$ cat src/rtl/sdh_stat_irq.sv
module sdh_stat_irq #(
  parameter int ADDR_W    = 4,
  parameter int DATA_W    = 32,
  parameter int STAT_ADDR = 0,
  parameter int CFG_ADDR  = 1
) (
  input  logic              clk_i,
  input  logic              rst_i,
  input  logic              bus_valid_i,
  input  logic              bus_write_i,
  input  logic [ADDR_W-1:0] bus_addr_i,
  input  logic [DATA_W-1:0] bus_wdata_i,
  output logic              bus_ready_o,
  output logic [DATA_W-1:0] bus_rdata_o,
  input  logic              ev_data_avail_i,
  input  logic              ev_fifo_err_i,
  input  logic              ev_crc7_err_i,
  input  logic              ev_crc16_err_i,
  input  logic              ev_cmd_tmo_i,
  input  logic              ev_dat_tmo_i,
  input  logic              ev_blk_done_i,
  input  logic              ev_busy_end_i,
  output logic              irq_o,
  output logic              cfg_wide_o,
  output logic              cfg_nib_o,
  output logic              cfg_slow_o,
  output logic              err_data_o,
  output logic              err_any_o
);
  localparam int          PAD_W     = DATA_W - 16;
  localparam logic [15:0] STAT_MASK = 16'h06F9;
  localparam logic [15:0] CFG_MASK  = 16'h051E;
  localparam logic [15:0] DERR_MASK = 16'h00B8;
  localparam logic [15:0] AERR_MASK = 16'h00F8;

  logic [15:0] stat_q, cfg_q, ev_vec, clr_vec, rd_word;
  logic        wr_stat, wr_cfg;

  assign ev_vec = {5'b0, ev_busy_end_i, ev_blk_done_i, 1'b0,
                   ev_dat_tmo_i, ev_cmd_tmo_i, ev_crc16_err_i, ev_crc7_err_i,
                   ev_fifo_err_i, 2'b0, ev_data_avail_i};

  assign wr_stat = bus_valid_i && bus_write_i && (bus_addr_i == ADDR_W'(STAT_ADDR));
  assign wr_cfg  = bus_valid_i && bus_write_i && (bus_addr_i == ADDR_W'(CFG_ADDR));
  assign clr_vec = wr_stat ? (bus_wdata_i[15:0] & STAT_MASK) : 16'h0000;

  always_ff @(posedge clk_i) begin
    if (rst_i) begin
      stat_q <= '0;
      cfg_q  <= '0;
    end else begin
      stat_q <= (stat_q & ~clr_vec) | ev_vec;
      if (wr_cfg) cfg_q <= bus_wdata_i[15:0] & CFG_MASK;
    end
  end

  always_comb begin
    rd_word = 16'h0000;
    if (bus_valid_i && !bus_write_i) begin
      if (bus_addr_i == ADDR_W'(STAT_ADDR))     rd_word = stat_q;
      else if (bus_addr_i == ADDR_W'(CFG_ADDR)) rd_word = cfg_q;
    end
  end

  assign bus_ready_o = bus_valid_i;
  assign bus_rdata_o = {{PAD_W{1'b0}}, rd_word};

  assign irq_o = (stat_q[0] & cfg_q[4]) | (stat_q[9] & cfg_q[8]) | (stat_q[10] & cfg_q[10]);

  assign cfg_wide_o = cfg_q[1];
  assign cfg_nib_o  = cfg_q[2];
  assign cfg_slow_o = cfg_q[3];
  assign err_data_o = |(stat_q & DERR_MASK);
  assign err_any_o  = |(stat_q & AERR_MASK);
endmodule


$ cat config.mk
export PLATFORM = sky130hd
export DESIGN_NAME = sdh_stat_irq
export DESIGN_NICKNAME = d
export VERILOG_FILES = /design/src/rtl/sdh_stat_irq.sv
export SDC_FILE = /design/constraint.sdc
export NUM_CORES = 1
export LEC_CHECK = 0
export ABC_CLOCK_PERIOD_IN_PS = 1300
export BUFFER_PORTS_ARGS = -buffer_cell sky130_fd_sc_hd__buf_2
export CORE_UTILIZATION = 33
export CTS_CLUSTER_SIZE = 25
export DETAILED_ROUTE_END_ITERATION = 10
export GPL_ROUTABILITY_DRIVEN = 0
export PLACE_DENSITY = 0.76
export SLEW_MARGIN = 20
export SYNTH_ARGS = -nofsm -noshare
export SYNTH_HDL_FRONTEND = slang
export SYNTH_SLANG_ARGS = --single-unit
$ cat constraint.sdc
create_clock -name clk_i -period 1.3 [get_ports clk_i]
set_clock_uncertainty 0.1 [all_clocks]
set_input_delay 0.13 -clock clk_i [delete_from_list [all_inputs] [get_ports clk_i]]
set_output_delay 0.13 -clock clk_i [all_outputs]
set_load 0.01 [all_outputs]
==> flow_summary_export.csv <==
group,metric,value,unit
critical_path,r2r.worst_path.cells,3,
finish,area_delta_synth_final,64.6,%
drt,dr.first_iter.drc_count,42,
die,die_w,55.5,um
drt,dr_total_vias,1037,
synth,number_of_instances_in_the_synthesized_netlist,111,
global_route,grtUsageTotal,18.0,%
global_route,grt-ovfl-total,0,
sta,timing.final.crit_share,133,%
critical_path,worst_ep_arrival_time,1.49,ns
die,initial_core_util,34.6,%
synth,avgSynthCellArea,8.52,um2
critical_path,critical_path.endpoint_type,"output port",
die,io-pin-count,87,
sta,maxSlewViolCount,0,
drt,drt_via_density,5.01,
placed_design,hpwl,1.85,mm
synth,post_synthesis_sequential_element_count,14,
die,chipHeight,55.5,um
placed_design,dpl.cell_count,196,
drt,first_pass_iters,4,
sta,report.final.setup_viol,22,
global_route,grt_start_max_net_pins,15,
critical_path,timing.critical_path.fanout_max,2,
critical_path,crit_chain,"or4_4, or2_4, buf_6",
critical_path,timing.setup.critical_path_class,"flop to output port",
power_and_ir_drop,power.density,680,mW/mm2
critical_path,critical_path.slowest_cell,"sky130_fd_sc_hd__or4_4",
drt,wire_per_inst,14.0,um
synth,synth.cell_area,946,um2
critical_path,reg2reg_to,"cfg_q[4]",
die,fp-row-count,19,
placed_design,preCtsSetupSlack,-0.253,ns
finish,num_antenna_cells,0,
critical_path,cpPeakStageDelay,0.53,ns
die,core-area,0.00273,mm2
global_route,grt_pass1_wl,4.37,mm
drt,detail_route.drc_violations,0,
synth,synth_top_area_cell,"sky130_fd_sc_hd__dfxtp_1",
job,cap_viol_max_count,0,
synth,synth_sequential_area_ratio,29.6,%
clocking,tritoncts,"built",
clocking,cts-htree-levels,1,
clocking,clock_insertion_delay_worst_skew,0.28,ns
placed_design,port-buffer-count,44,
clocking,cts_root_buffer,"sky130_fd_sc_hd__clkbuf_4",
sta,final_hold_viol_count,0,
status,run_status,"complete, but fails checks",
critical_path,timing.critical_path.from,"stat_q[4]",
critical_path,critical_path.endpoint,"err_any_o",
drt,totalWireLength,2.90,mm
finish,post_layout_nonfiller_instances,207,
clocking,clock-sinks,14,
power_and_ir_drop,irDropWorstVdd,0.000396,V
critical_path,timing.reg2reg.setup_slack,0.44,ns
clocking,cts_max_path_buffers,2,
synth,netlist-cell-type-count,24,
critical_path,worst_r2r_startpoint,"cfg_q[4]",
sta,max_clock_freq,580,MHz
global_route,number_of_global_route_vias_before_repair,944,
power_and_ir_drop,p_leak,0.740,nW
status,violations,"negative setup slack",
critical_path,critical_path_required,1.07,ns
synth,yosysWarnings,0,
finish,post_route_cells_drive_above_1_share,59.1,%
critical_path,timing.critical_path.from_type,"flop",
clocking,path_clk_slew,0.09,ns
drt,drtAntennaViolNets,0,
global_route,antenna_found_initial,0,
synth,synth.top_cell.area_share,29.6,%
sta,final.min_clock_period,1.72,ns
sta,finalWorstSetupSlack,-0.423,ns
clocking,cts_hold_repair.buffers,0,
sta,rsz0062_at_grt,"true",
worst_hold_path,timing.hold.worst.class,"input pin to flop",
synth,netlist_top_cells_area,"sky130_fd_sc_hd__dfxtp_1 (30%), sky130_fd_sc_hd__buf_4 (17%), sky130_fd_sc_hd__nor4b_2 (14%)",
die,floorplan.die_area,0.00308,mm2
finish,design.final.nets,225,
clocking,cts_buffers,3,
## kinds of logic after synthesis
| group | synth area share (%) |
|---|---|
| AOI/OAI and AO/OA | 9.79 |
| buffers and inverters | 21.2 |
| DFF | 29.6 |
| other | 0.396 |
| and+or+nand+nor | 39.0 |
## per-stage QoR
step	hold WS, ns	total power, W	instance area (um2)	TNS [ns]	util [%]
floorplan	0.109	0.000613	1030	-0.284	-
global placement	0.301	0.000668	1230	-4.06	44.9
detailed placement	0.302	0.000671	1230	-4.19	44.9
CTS	0.00101	0.00102	1460	-2.05	53.3
global route	0.0101	0.00111	1560	-2.74	56.9
finish	0.00602	0.00106	1560	-2.05	56.9
## cells in the mapped netlist, drive strengths merged
| cell | count |
|---|---|
| buf | 24 |
| dfxtp | 14 |
| nor2 | 13 |
| nor4b | 9 |
| and2 | 8 |
| nor3 | 8 |
| a21oi | 6 |
| nand4 | 6 |
| o21ai | 6 |
| clkbuf | 4 |
| a22oi | 3 |
| or4 | 2 |
| a222oi | 1 |
| conb | 1 |
| inv | 1 |
| nand2 | 1 |
| nand2b | 1 |
| nor4 | 1 |
| or2 | 1 |
| or4b | 1 |
## critical path: cells and delay by family, from the launching register on
family / cells / cell delay (ns)
flip-flops: 1 / 0.33
AND/OR/NAND/NOR: 2 / 0.77
buffers and inverters: 1 / 0.12
## worst min path at each step
| stage | slack (ns) | from | endpoint | depth (start not counted) |
|---|---|---|---|---|
| after floorplan | 0.11 | rst_i | stat_q[10] | 1 |
| after CTS | 0.001 | bus_wdata_i[2] | cfg_q[2] | 3 |
| final | 0.006 | bus_wdata_i[2] | cfg_q[2] | 3 |
| after global routing | 0.01 | bus_wdata_i[2] | cfg_q[2] | 3 |
| after global placement | 0.30 | bus_wdata_i[1] | cfg_q[1] | 3 |
| after detailed placement | 0.30 | bus_wdata_i[2] | cfg_q[2] | 3 |
## state kept, by name, summed over array words and instances (netlist names)
name / cells
stat_q: 8
cfg_q: 6
## what timing repair did
item,CTS,global route
setup endpoints to repair,14,22
gates resized for setup,34,15
setup buffers,6,2
pin swaps,14,15
## cells in the final DEF (no fill, tap or decap), types with 2 or more instances in the layout
cell / count
sky130_fd_sc_hd__or4_4: 2
sky130_fd_sc_hd__and2_1: 2
sky130_fd_sc_hd__nor2_4: 2
sky130_fd_sc_hd__nand4_1: 6
sky130_fd_sc_hd__dfxtp_2: 6
sky130_fd_sc_hd__buf_4: 17
sky130_fd_sc_hd__a22oi_2: 3
sky130_fd_sc_hd__nor4b_4: 9
sky130_fd_sc_hd__nor3_1: 8
sky130_fd_sc_hd__a21oi_1: 6
sky130_fd_sc_hd__buf_2: 33
sky130_fd_sc_hd__dfxtp_1: 8
sky130_fd_sc_hd__and2_4: 6
sky130_fd_sc_hd__buf_6: 19
sky130_fd_sc_hd__conb_1: 21
sky130_fd_sc_hd__clkbuf_4: 3
sky130_fd_sc_hd__o21ai_0: 6
sky130_fd_sc_hd__nor2_1: 11
## per-layer routing
layer  GRT usage, %  vias up  routed length [um]
met1           22.1      491                1140
li1               -      486                   -
met5              0        -                   0
met3           2.81        4                 206
met2           30.8       56                1510
met4           8.21        0                  39
## area by class of cell
cell class / count / area (um2)
clock buffer: 4 / 36.3
fill: 231 / 1180
inverter: 1 / 3.75
multi-input combinational: 88 / 683
sequential: 14 / 288
tap: 31 / 38.8
timing repair buffer: 69 / 507
## where the power goes
part | internal [W] | switching, W | total (W) | leakage, nW
Sequential | 0.000450 | 0.0000159 | 0.000466 | 0.117
Combinational | 0.000132 | 0.000143 | 0.000275 | 0.602
Clock | 0.000170 | 0.000147 | 0.000317 | 0.0210
Total | 0.000752 | 0.000306 | 0.00106 | 0.740
(Power assumes the default switching activity.)
